## src/rtl/idxseq_pkg.sv

```systemverilog
package idxseq_pkg;

  typedef enum logic [3:0] {
    OP_SETI  = 4'd0,
    OP_ADDI  = 4'd1,
    OP_FONTS = 4'd2,
    OP_FONTL = 4'd3,
    OP_BCD   = 4'd4,
    OP_STORE = 4'd5,
    OP_LOAD  = 4'd6,
    OP_FSAVE = 4'd7,
    OP_FLOAD = 4'd8
  } idxOpT;

  typedef enum logic [2:0] {
    ST_IDLE, ST_FETCH, ST_DIV, ST_DIGIT, ST_XFER, ST_DONE
  } seqStateT;

  // strobes from control to datapath
  typedef struct packed {
    logic capture;    // latch X and immediate
    logic setIdx;
    logic addIdx;
    logic fontSmall;
    logic fontLarge;
    logic bcdLoad;
    logic bcdStep;
    logic cntClr;
    logic cntInc;
    logic postInc;    // index += X + 1
    logic selCnt;     // register address from element counter
    logic zeroBase;   // memory base is address 0
    logic digitData;  // memory data is a decimal digit
  } seqStrobeT;

endpackage

```

## src/rtl/idxseq_ctrl.sv

```systemverilog
module idxseq_ctrl
  import idxseq_pkg::*;
(
  input  logic      clk,
  input  logic      rstN,
  input  logic      start,
  input  logic [3:0] opSel,
  input  logic      quirkKeep,
  input  logic      memAck,
  input  logic      bcdDone,
  input  logic      cntLast,
  input  logic      cntIsTwo,
  output seqStrobeT stb,
  output logic      memReq,
  output logic      memWe,
  output logic      rfWe,
  output logic      busy,
  output logic      done
);

  seqStateT state, nextState;
  idxOpT    opReg;
  logic     keepReg;

  always_ff @(posedge clk) begin
    if (!rstN) begin
      state   <= ST_IDLE;
      opReg   <= OP_SETI;
      keepReg <= 1'b0;
    end else begin
      state <= nextState;
      if (stb.capture) begin
        opReg   <= idxOpT'(opSel);
        keepReg <= quirkKeep;
      end
    end
  end

  logic isFlagOp, isStoreOp;
  assign isFlagOp  = (opReg == OP_FSAVE) || (opReg == OP_FLOAD);
  assign isStoreOp = (opReg == OP_STORE) || (opReg == OP_FSAVE);

  always_comb begin
    nextState = state;
    stb       = '0;
    memReq    = 1'b0;
    memWe     = 1'b0;
    rfWe      = 1'b0;
    done      = 1'b0;
    unique case (state)
      ST_IDLE: if (start) begin
        stb.capture = 1'b1;
        nextState   = ST_FETCH;
      end
      ST_FETCH: begin
        nextState = ST_DONE;
        case (opReg)
          OP_SETI:  stb.setIdx    = 1'b1;
          OP_ADDI:  stb.addIdx    = 1'b1;
          OP_FONTS: stb.fontSmall = 1'b1;
          OP_FONTL: stb.fontLarge = 1'b1;
          OP_BCD: begin
            stb.bcdLoad = 1'b1;
            nextState   = ST_DIV;
          end
          OP_STORE, OP_LOAD, OP_FSAVE, OP_FLOAD: begin
            stb.cntClr = 1'b1;
            nextState  = ST_XFER;
          end
          default: nextState = ST_DONE;
        endcase
      end
      ST_DIV: begin
        if (bcdDone) begin
          stb.cntClr = 1'b1;
          nextState  = ST_DIGIT;
        end else begin
          stb.bcdStep = 1'b1;
        end
      end
      ST_DIGIT: begin
        memReq        = 1'b1;
        memWe         = 1'b1;
        stb.digitData = 1'b1;
        if (memAck) begin
          if (cntIsTwo) nextState  = ST_DONE;
          else          stb.cntInc = 1'b1;
        end
      end
      ST_XFER: begin
        memReq       = 1'b1;
        memWe        = isStoreOp;
        stb.selCnt   = 1'b1;
        stb.zeroBase = isFlagOp;
        if (memAck) begin
          rfWe = !isStoreOp;
          if (cntLast) begin
            stb.postInc = !isFlagOp && !keepReg;
            nextState   = ST_DONE;
          end else begin
            stb.cntInc = 1'b1;
          end
        end
      end
      ST_DONE: begin
        done      = 1'b1;
        nextState = ST_IDLE;
      end
      default: nextState = ST_IDLE;
    endcase
  end

  assign busy = (state != ST_IDLE);

  p_done_pulse_r12: assert property (@(posedge clk) disable iff (!rstN)
    done |=> !done);
  p_req_hold_r11: assert property (@(posedge clk) disable iff (!rstN)
    memReq && !memAck |=> memReq);
  p_rf_write_ack_r8: assert property (@(posedge clk) disable iff (!rstN)
    rfWe |-> memAck && !memWe);

endmodule

```

## src/rtl/idxseq_dpath.sv

```systemverilog
module idxseq_dpath
  import idxseq_pkg::*;
#(
  parameter int ADDR_W    = 16,
  parameter int DATA_W    = 8,
  parameter int REG_W     = 4,
  parameter int FONT_BASE = 'h50,
  parameter int WIDE_OFS  = 40
) (
  input  logic              clk,
  input  logic              rstN,
  input  seqStrobeT         stb,
  input  logic [REG_W-1:0]  regIdx,
  input  logic [ADDR_W-1:0] immIdx,
  input  logic [DATA_W-1:0] rfRdData,
  output logic [REG_W-1:0]  rfAddr,
  output logic [ADDR_W-1:0] memAddr,
  output logic [DATA_W-1:0] memWrData,
  output logic [ADDR_W-1:0] indexOut,
  output logic              bcdDone,
  output logic              cntLast,
  output logic              cntIsTwo
);

  localparam logic [ADDR_W-1:0] SMALL_BASE = ADDR_W'(FONT_BASE);
  localparam logic [ADDR_W-1:0] LARGE_BASE = ADDR_W'(FONT_BASE + WIDE_OFS);

  logic [ADDR_W-1:0] idxReg, immReg;
  logic [REG_W-1:0]  xReg, cnt;
  logic [DATA_W-1:0] workVal;
  logic [3:0]        hund, tens;

  logic [ADDR_W-1:0] glyph, regExt, cntExt;
  assign glyph  = ADDR_W'(rfRdData[3:0]);
  assign regExt = ADDR_W'(rfRdData);
  assign cntExt = ADDR_W'(cnt);

  always_ff @(posedge clk) begin
    if (!rstN) begin
      idxReg  <= '0;
      immReg  <= '0;
      xReg    <= '0;
      cnt     <= '0;
      workVal <= '0;
      hund    <= '0;
      tens    <= '0;
    end else begin
      if (stb.capture) begin
        xReg   <= regIdx;
        immReg <= immIdx;
      end
      if (stb.setIdx)    idxReg <= immReg;
      if (stb.addIdx)    idxReg <= idxReg + regExt;
      if (stb.fontSmall) idxReg <= SMALL_BASE + (glyph << 2) + glyph;
      if (stb.fontLarge) idxReg <= LARGE_BASE + (glyph << 4);
      if (stb.postInc)   idxReg <= idxReg + ADDR_W'(xReg) + ADDR_W'(1);
      if (stb.bcdLoad) begin
        workVal <= rfRdData;
        hund    <= '0;
        tens    <= '0;
      end else if (stb.bcdStep) begin
        if (workVal >= DATA_W'(100)) begin
          workVal <= workVal - DATA_W'(100);
          hund    <= hund + 4'd1;
        end else begin
          workVal <= workVal - DATA_W'(10);
          tens    <= tens + 4'd1;
        end
      end
      if (stb.cntClr)      cnt <= '0;
      else if (stb.cntInc) cnt <= cnt + REG_W'(1);
    end
  end

  assign bcdDone  = (workVal < DATA_W'(10));
  assign cntLast  = (cnt == xReg);
  assign cntIsTwo = (cnt == REG_W'(2));

  assign rfAddr  = stb.selCnt ? cnt : xReg;
  assign memAddr = stb.zeroBase ? cntExt : (idxReg + cntExt);

  always_comb begin
    if (!stb.digitData)        memWrData = rfRdData;
    else if (cnt == REG_W'(0)) memWrData = DATA_W'(hund);
    else if (cnt == REG_W'(1)) memWrData = DATA_W'(tens);
    else                       memWrData = workVal;
  end

  assign indexOut = idxReg;

  p_digit_range_r6: assert property (@(posedge clk) disable iff (!rstN)
    stb.digitData |-> (hund <= 4'd2) && (tens <= 4'd9) && (workVal <= DATA_W'(9)));
  p_step_bounded_r6: assert property (@(posedge clk) disable iff (!rstN)
    stb.bcdStep |=> (tens <= 4'd9) && (hund <= 4'd2));

endmodule

```

## src/rtl/idxseq_top.sv

```systemverilog
module idxseq_top
  import idxseq_pkg::*;
#(
  parameter int ADDR_W    = 16,
  parameter int DATA_W    = 8,
  parameter int REG_CNT   = 16,
  parameter int FONT_BASE = 'h50,
  parameter int WIDE_OFS  = 40,
  localparam int REG_W    = $clog2(REG_CNT)
) (
  input  logic              clk,
  input  logic              rstN,
  input  logic              start,
  input  logic [3:0]        opSel,
  input  logic [REG_W-1:0]  regIdx,
  input  logic [ADDR_W-1:0] immIdx,
  input  logic              quirkKeep,
  output logic              busy,
  output logic              done,
  output logic [ADDR_W-1:0] indexOut,
  output logic [REG_W-1:0]  rfAddr,
  input  logic [DATA_W-1:0] rfRdData,
  output logic              rfWe,
  output logic [DATA_W-1:0] rfWrData,
  output logic              memReq,
  output logic              memWe,
  output logic [ADDR_W-1:0] memAddr,
  output logic [DATA_W-1:0] memWrData,
  input  logic [DATA_W-1:0] memRdData,
  input  logic              memAck
);

  seqStrobeT stb;
  logic bcdDone, cntLast, cntIsTwo;

  idxseq_ctrl u_ctrl (
    .clk(clk), .rstN(rstN), .start(start), .opSel(opSel),
    .quirkKeep(quirkKeep), .memAck(memAck), .bcdDone(bcdDone),
    .cntLast(cntLast), .cntIsTwo(cntIsTwo), .stb(stb),
    .memReq(memReq), .memWe(memWe), .rfWe(rfWe),
    .busy(busy), .done(done)
  );

  idxseq_dpath #(
    .ADDR_W(ADDR_W), .DATA_W(DATA_W), .REG_W(REG_W),
    .FONT_BASE(FONT_BASE), .WIDE_OFS(WIDE_OFS)
  ) u_dpath (
    .clk(clk), .rstN(rstN), .stb(stb), .regIdx(regIdx), .immIdx(immIdx),
    .rfRdData(rfRdData), .rfAddr(rfAddr), .memAddr(memAddr),
    .memWrData(memWrData), .indexOut(indexOut), .bcdDone(bcdDone),
    .cntLast(cntLast), .cntIsTwo(cntIsTwo)
  );

  assign rfWrData = memRdData;

  p_addr_hold_r11: assert property (@(posedge clk) disable iff (!rstN)
    memReq && !memAck |=> $stable(memAddr) && $stable(memWe));
  p_idle_index_r12: assert property (@(posedge clk) disable iff (!rstN)
    !busy |=> $stable(indexOut));
  p_idle_quiet_r1: assert property (@(posedge clk) disable iff (!rstN)
    !busy |-> !memReq && !rfWe && !done);

endmodule

```

## config.mk

```make
export PLATFORM = sky130hd
export DESIGN_NAME = idxseq_top
export DESIGN_NICKNAME = d
export VERILOG_FILES = /design/src/rtl/idxseq_pkg.sv /design/src/rtl/idxseq_ctrl.sv /design/src/rtl/idxseq_dpath.sv /design/src/rtl/idxseq_top.sv
export SDC_FILE = /design/constraint.sdc
export NUM_CORES = 1
export LEC_CHECK = 0
export BUFFER_PORTS_ARGS = -buffer_cell sky130_fd_sc_hd__buf_2
export CAP_MARGIN = 30
export CORE_MARGIN = 1
export CORE_UTILIZATION = 55
export CTS_CLUSTER_SIZE = 25
export DETAILED_ROUTE_END_ITERATION = 10
export GPL_TIMING_DRIVEN = 0
export PLACE_DENSITY_LB_ADDON = 0.1
export SYNTH_ARGS = -nofsm -noshare
export SYNTH_HDL_FRONTEND = slang
export SYNTH_SLANG_ARGS = --single-unit
```

## constraint.sdc

```tcl
create_clock -name clk -period 6.4 [get_ports clk]
set_input_delay 0 -clock clk [delete_from_list [all_inputs] [get_ports clk]]
set_output_delay 0 -clock clk [all_outputs]
set_load 0.03 [all_outputs]
```

==> results.md, run 1 <==
* Startpoint Class: flop
* Largest net degree at the start of global routing at 11
* Syn Nets at slightly below 800
* M1 WL at between 7000 and 8000 µm
* WL/cell at between 15 and 20 µm
* Yosys reg bits at 64
* Synthesized cell area at between 5000 and 6000 µm²
* Tightest Pin Transition at a little under 1 ns
* HPWL Detailed at 12700 µm
* Post-synth ARST share at 0%
* Post-synth cell types at just over 80
* Skew final at about 0.014 ns
* Final period util at between 40% and 50%
* First-pass GRT wire length at 26800 µm
* Clock share of power at 23.3%
* Hold crit path type: input pin to flop
* Post-synth EDFFs at 0
* Min cycle time layout at roughly 3.0 ns
* Area grow syn2layout at 20.1%
* Die area at about 10000 µm²
* Status: finished, final reports clean
* Worst slew margin at a little over a third
* Initial DRT Pass Iterations at 6
* Nets at 925
* Vias in the first global route at between 5k and 6k
* Max Used Layer: met4
* Met3 wire len at 1770 µm
* Ports at between 100 and 150
* Crit Path Class: flop to primary output
* Later-pin clock latency in the skew report at between 0.3 and 0.4 ns
* Die Wd at 101 µm
* Pre-CTS WS at around 3.7 ns
* WP data required at ~6.4 ns
* Leak at around 2.7 nW
* Power share of the sequential group at between 30% and 40%
* Number of buffers and inverters on the critical path at 2
* Vias per inst at 5.93
* Critical path's slowest cell: dfxtp_1
* Fmax at ~340 MHz
* Synth Instances at between 700 and 800
* Final Max Tran Viols at 0
* Number of remaining DRC errors at 0
* 1st-iter DRT viols at 480
* Crit path cell chain: inv_1, fa_1, nor2b_1, o21a_1, o21ai_0, or3_1, a21oi_1, buf_2
* Crit-path max FO at 7
* Sequential cell area fraction in the yosys report at between 20% and 30%
* Setup crit end kind: primary output
* Combinational power share at 43.0%
* CTS clk-pin slew, worst paths at about 0.070 ns
* Starting density of the core at between 50% and 60%
* CTS tree: built
* Max rail drop VDD at between 0.1 and 0.15 mV
* Number of buffers added for setup after CTS at 0
* Filler-free cell count of the finished design at 977
* Vias at roughly 5.8k
* Placed Cells at between 900 and 1k
* Number of setup violations in the final report at 0
* # diodes at 0
* RSZ-0062 raised after global routing: no
* Post-route ant nets at 0
* P_sw at just over 0.0006 W
* Clk buf depth at 2
* Final hold violation count at 0
* Final setup TNS at 0 ns
* Initial antenna violation count at 0
* WP data arrival at slightly below 3 ns
* Total track usage at 34.1%
* Fraction of layout cells with a size suffix above 1 at between 10% and 20%
* WL final at 16900 µm
* GPL Wtd Cong at roughly 0.95
* Max-cap violations at 0
* P_int at about 0.00081 W
* Chip height at approximately 100 µm
* Primary FF master, synth: dfxtp_1
* Synth warn at 0
* H-tree depth at 3
* Port Buffers at 93
* Total congestion overflow at 0
* Max incr delay on CP at 0.51 ns
* # clock sinks at 64
* Synth Area per Inst at roughly 7.5 µm²
* Net Sw Frac at between 40% and 50%
* Placeable Area at roughly 9400 µm²
* Delay-heaviest family, CP: simple AND/OR/NAND/NOR gates
* FP Rows at 35
* Root Driver: clkbuf_8
* Post_cts resized at 0
* WL met2 at 7420 µm
* Setup ws final at between 3 and 4 ns
* CTS Buf Count at 9
* Cell Pwr Density at around 220 nW/µm²
==> cells in the mapped netlist, types with 4 or more instances <==
cell type | count | area share [%]
fa_1 | 4 | 1.5
xor2_1 | 19 | 3.1
o22ai_1 | 4 | 0.47
xnor2_1 | 25 | 4.1
a21oi_1 | 71 | 6.6
mux2_2 | 4 | 0.84
nand4_1 | 5 | 0.58
nand2_1 | 98 | 6.8
nor2b_1 | 12 | 1.4
o21ai_0 | 26 | 2.4
or3_1 | 5 | 0.58
a31oi_1 | 11 | 1.3
ha_1 | 32 | 7.5
clkbuf_1 | 28 | 2.0
a221oi_1 | 4 | 0.65
a21o_1 | 9 | 1.3
a22o_1 | 5 | 0.82
nor3_1 | 21 | 2.0
buf_4 | 12 | 1.7
nand3_1 | 17 | 1.6
nor2_1 | 66 | 4.6
mux2i_1 | 12 | 2.2
o211ai_1 | 6 | 0.84
buf_2 | 7 | 0.65
a211oi_1 | 12 | 1.7
a22oi_1 | 5 | 0.70
nor3b_1 | 5 | 0.70
buf_1 | 4 | 0.28
nand2b_1 | 12 | 1.4
dfxtp_1 | 64 | 24
o21a_1 | 6 | 0.84
inv_1 | 28 | 2.0
==> metal layers <==
metal | track usage, % | vias to the layer above
met5 | 0 | -
li1 | - | 2775
met3 | 6.93 | 29
met4 | 8.25 | 0
met2 | 54.0 | 332
met1 | 47.4 | 2656
==> power by group through the flow <==
stage	combinational [W]	sequential, W	clock, W
4_1_cts	0.000597	0.000475	0.000328
6_report	0.000609	0.000477	0.000330
5_1_grt	0.000660	0.000481	0.000348
2_1_floorplan	0.000403	0.000497	0
3_3_place_gp	0.000570	0.000482	0
3_5_place_dp	0.000581	0.000484	0
==> area by class of cell <==
class	count	area [µm²]
repair buffers	121	746
fillers	825	2920
flip-flops and latches	64	1280
plain buffers	53	268
multi-input cells	566	3710
clock buffers	12	155
inverters	29	109
well taps	129	161
clock inverters	3	17.5
==> state kept, by name, summed over array words and instances, names as in the netlist <==
register	cells
u_dpath.tens	4
u_dpath.cnt	4
u_ctrl.keepReg	1
u_ctrl.opReg	4
u_dpath.xReg	4
u_dpath.indexOut	16
u_dpath.workVal	8
u_dpath.hund	4
u_ctrl.state	3
u_dpath.immReg	16
==> cell usage in the layout, fill, tap and decap left out, types with 17 or more instances in the layout <==
cell / n
ha_1: 32
a21oi_1: 71
nor3_1: 21
dfxtp_1: 64
dlygate4sd3_1: 28
buf_2: 100
o21ai_0: 26
xor2_1: 19
nand3_1: 17
nor2_1: 66
inv_1: 28
clkbuf_1: 29
xnor2_1: 25
nand2_1: 98
==> worst min-delay path: cells and delay by family <==
family	cells	cell delay (ns)
compound gates	2	0.25
buf+inv	1	0.11
==> worst paths after layout <==
check / startpoint / slack [ns] / to / depth (start not counted)
max reg2reg: u_dpath.indexOut[1] / 3.60 / u_dpath.indexOut[9] / 7
min: rfRdData[5] / 0.04 / u_dpath.workVal[5] / 3
min reg2reg: u_dpath.immReg[13] / 0.46 / u_dpath.immReg[13] / 2
max: u_dpath.indexOut[1] / 3.44 / memAddr[8] / 8
==> logic make-up (layout without fill, tap and decap cells) <==
family	count (synthesis)	after routing	synth area share, %
multiplexers	18	18	3.70
XOR/XNOR	44	44	7.17
AND/OR/NAND/NOR	273	273	24.9
AO/OA/AOI/OAI	195	195	24.4
flip-flops	64	64	23.9
adder cells (fa/ha/maj)	36	36	8.94
buffers and inverters	82	218	7.01
==> per-stage QoR <==
| step | total power [W] | utilization, % | cell area (µm²) | hold slack, ns |
|---|---|---|---|---|
| 2_1_floorplan | 0.000900 | - | 5370 | 0.132 |
| 3_3_place_gp | 0.00105 | 64.0 | 6000 | 0.240 |
| 3_5_place_dp | 0.00107 | 64.0 | 6000 | 0.245 |
| 4_1_cts | 0.00140 | 68.8 | 6450 | 0.0400 |
| 5_1_grt | 0.00149 | 68.8 | 6450 | 0.0651 |
| 6_report | 0.00141 | 68.8 | 6450 | 0.0427 |
==> repair_timing <==
| item | 4_1_cts | 5_1_grt |
|---|---|---|
| endpoints found under the hold margin | 28 | 0 |
| hold buffers | 28 | 0 |
| setup endpoints to repair | 0 | 0 |
(Power assumes the default switching activity.)
==> run 2, diff against run 1 <==
==> constraint.sdc (replaced) <==
create_clock -name clk -period 3 [get_ports clk]
set_input_delay 0 -clock clk [delete_from_list [all_inputs] [get_ports clk]]
set_output_delay 0 -clock clk [all_outputs]
set_load 0.03 [all_outputs]
==> results.md, run 2 (synthesis gave the netlist of run 1 again) <==
* Status: finished, final reports clean (unchanged)
* Initial antenna violation count at 0 (unchanged)
* Fraction of layout cells with a size suffix above 1 at 18.0% (unchanged)
* Later-pin clock latency in the skew report at 0.35 ns (about the same)
* Setup crit end kind: primary output (unchanged)
* FP Rows at 35 (unchanged)
* WL final at 16800 µm (was 16900 µm)
* Filler-free cell count of the finished design at 977 (unchanged)
* Area post-placement at 6000 µm² (unchanged)
* First-pass GRT wire length at 26800 µm (unchanged)
* WP data arrival at 2.83 ns (was 2.96 ns)
* Final Max Tran Viols at 0 (unchanged)
* CTS clk-pin slew, worst paths at 0.07 ns (about the same)
* Placeable Area at 9370 µm² (unchanged)
* Final setup TNS at 0 ns (unchanged)
* Vias per inst at 5.88 (was 5.93)
* # clock sinks at 64 (unchanged)
* Die area at 10200 µm² (unchanged)
* Placed Cells at 934 (unchanged)
* WL/cell at 17.2 µm (was 17.3 µm)
* Number of setup violations in the final report at 0 (unchanged)
* Number of buffers added for setup after CTS at 0 (unchanged)
* Final hold violation count at 0 (unchanged)
* Tightest Pin Transition at 0.948 ns (was 0.967 ns)
* Crit path cell chain: inv_1, fa_1, nor2b_1, o21a_1, o21ai_1, or3_1, a21oi_1, buf_2 (was inv_1, fa_1, nor2b_1, o21a_1, o21ai_0, or3_1, a21oi_1, buf_2)
* Power share of the sequential group at 33.7% (about the same)
* Fmax at 353 MHz
* Most frequent cells in the layout: buf_2 (100), nand2_1 (98), a21oi_1 (71) (unchanged)
* Hold crit path type: input pin to flop (unchanged)
* Port Buffers at 93 (unchanged)
* Critical path's slowest cell: dfxtp_1 (unchanged)
* Final period util at ~94%
* RSZ-0062 raised after global routing: no (unchanged)
* GPL Wtd Cong at 0.953 (unchanged)
* Max rail drop VDD at 0.311 mV (was 0.146 mV)
* Total track usage at 34.1% (unchanged)
* Net Sw Frac at 42.5% (was 42.6%)
* Largest net degree at the start of global routing at 11 (unchanged)
* CTS Buf Count at 9 (unchanged)
* Nets at 925 (unchanged)
* Hold Startpoint: rfRdData[5] (unchanged)
* Chip height at 101 µm (unchanged)
* Worst flop-to-flop path startpoint: u_dpath.indexOut[1] (unchanged)
* Final Cell Area at 6450 µm² (unchanged)
* Total congestion overflow at 0 (unchanged)
* 1st-iter DRT viols at 481 (was 480)
* CP startpoint: u_dpath.indexOut[1] (unchanged)
* Max-cap violations at 0 (unchanged)
* Number of fill cells at 825 (unchanged)
* Fin util at 68.8% (unchanged)
* P_sw at 0.00128 W (was 0.000603 W)
* Total Power at 0.00301 W (was 0.00141 W)
* Max incr delay on CP at 0.51 ns (about the same)
* Post-route ant nets at 0 (unchanged)
* P_int at 0.00173 W (was 0.000812 W)
* CTS tree: built (unchanged)
* # diodes at 0 (unchanged)
* Min cycle time layout at between 2 and 3 ns
* Vias in the first global route at 5199 (unchanged)
* Combinational power share at 43.0% (about the same)
* Clk buf depth at 2 (unchanged)
* Clock share of power at 23.2% (was 23.3%)
* Area grow syn2layout at 20.1% (unchanged)
* Die Wd at 101 µm (unchanged)
* Initial DRT Pass Iterations at 6 (unchanged)
* H-tree depth at 3 (unchanged)
* Leak at 2.71 nW (about the same)
* Ports at 102 (unchanged)
* Crit Path Class: flop to primary output (unchanged)
* HPWL Detailed at 12700 µm (unchanged)
* Number of remaining DRC errors at 0 (unchanged)
* Skew final at 0.0116 ns (was 0.0135 ns)
* WP data required at 3.00 ns (was 6.40 ns)
* Vias at 5747 (was 5792)
* Startpoint Class: flop (unchanged)
* Crit-path max FO at 7 (unchanged)
* Worst slew margin at 36.0% (was 34.7%)
* Starting density of the core at 57.3% (unchanged)
* Cell Pwr Density at 467 nW/µm² (was 219 nW/µm²)
* Root Driver: clkbuf_8 (unchanged)
* Commonest non-fill, non-tap cell in the layout: buf_2 (unchanged)
==> run 2: power by group through the flow <==
| stage | registers [W] | clock network, W | logic (W) |
|---|---|---|---|
| after detailed placement | 0.00103 | 0 | 0.00124 |
| after global routing | 0.00103 | 0.000743 | 0.00141 |
| after CTS | 0.00101 | 0.000699 | 0.00127 |
| final | 0.00102 | 0.000699 | 0.00130 |
| after global placement | 0.00103 | 0 | 0.00122 |
| after floorplan | 0.00106 | 0 | 0.000860 |
==> run 2: metrics by stage <==
step | setup WS (ns) | hold WS, ns
global placement | 0.352 | 0.240
CTS | 0.0317 | 0.0400
floorplan | 0.459 | 0.132
detailed placement | 0.317 | 0.245
global route | 0.0293 | 0.0651
finish | 0.167 | 0.0428
==> run 2: timing repair <==
action	CTS	global route
resized for setup	0	1
setup endpoints to repair	0	3
hold buffers	28	0
hold endpoints to repair	28	0
==> run 2: path summary, 6_finish.rpt <==
check	endpoint	slack, ns	cells past startpoint
max	memAddr[8]	0.17	8
min	u_dpath.workVal[5]	0.04	3
max reg2reg	u_dpath.indexOut[9]	0.22	7
min reg2reg	u_dpath.immReg[13]	0.46	2
==> run 2: layout make-up <==
| type | count | area (µm²) | share of cell area, % |
|---|---|---|---|
| well taps | 129 | 161 | 2.50 |
| flip-flops and latches | 64 | 1280 | 19.9 |
| multi-input cells | 566 | 3710 | 57.6 |
| repair buffers | 121 | 746 | 11.6 |
| clock inverters | 3 | 17.5 | 0.272 |
| plain buffers | 53 | 268 | 4.15 |
| clock buffers | 12 | 155 | 2.40 |
| inverters | 29 | 109 | 1.69 |
==> run 2: critical path, delay by kind of cell, from the launching register on <==
| kind | cells | cell delay, ns |
|---|---|---|
| DFF | 1 | 0.51 |
| buffers and inverters | 2 | 0.40 |
| adders and majority gates | 1 | 0.49 |
| AOI/OAI and AO/OA | 3 | 0.51 |
| and+or+nand+nor | 2 | 0.57 |
==> run 2: metal layers <==
| layer | vias to the layer above | wire length, µm | share of wire (%) | GRT usage (%) |
|---|---|---|---|---|
| met1 | 2628 | 7490 | 45 | 47.4 |
| li1 | 2781 | - | - | - |
| met2 | 315 | 7490 | 45 | 54.0 |
| met5 | - | 0 | 0 | 0 |
| met3 | 23 | 1620 | 9.6 | 6.93 |
| met4 | 0 | 204 | 1.2 | 8.25 |
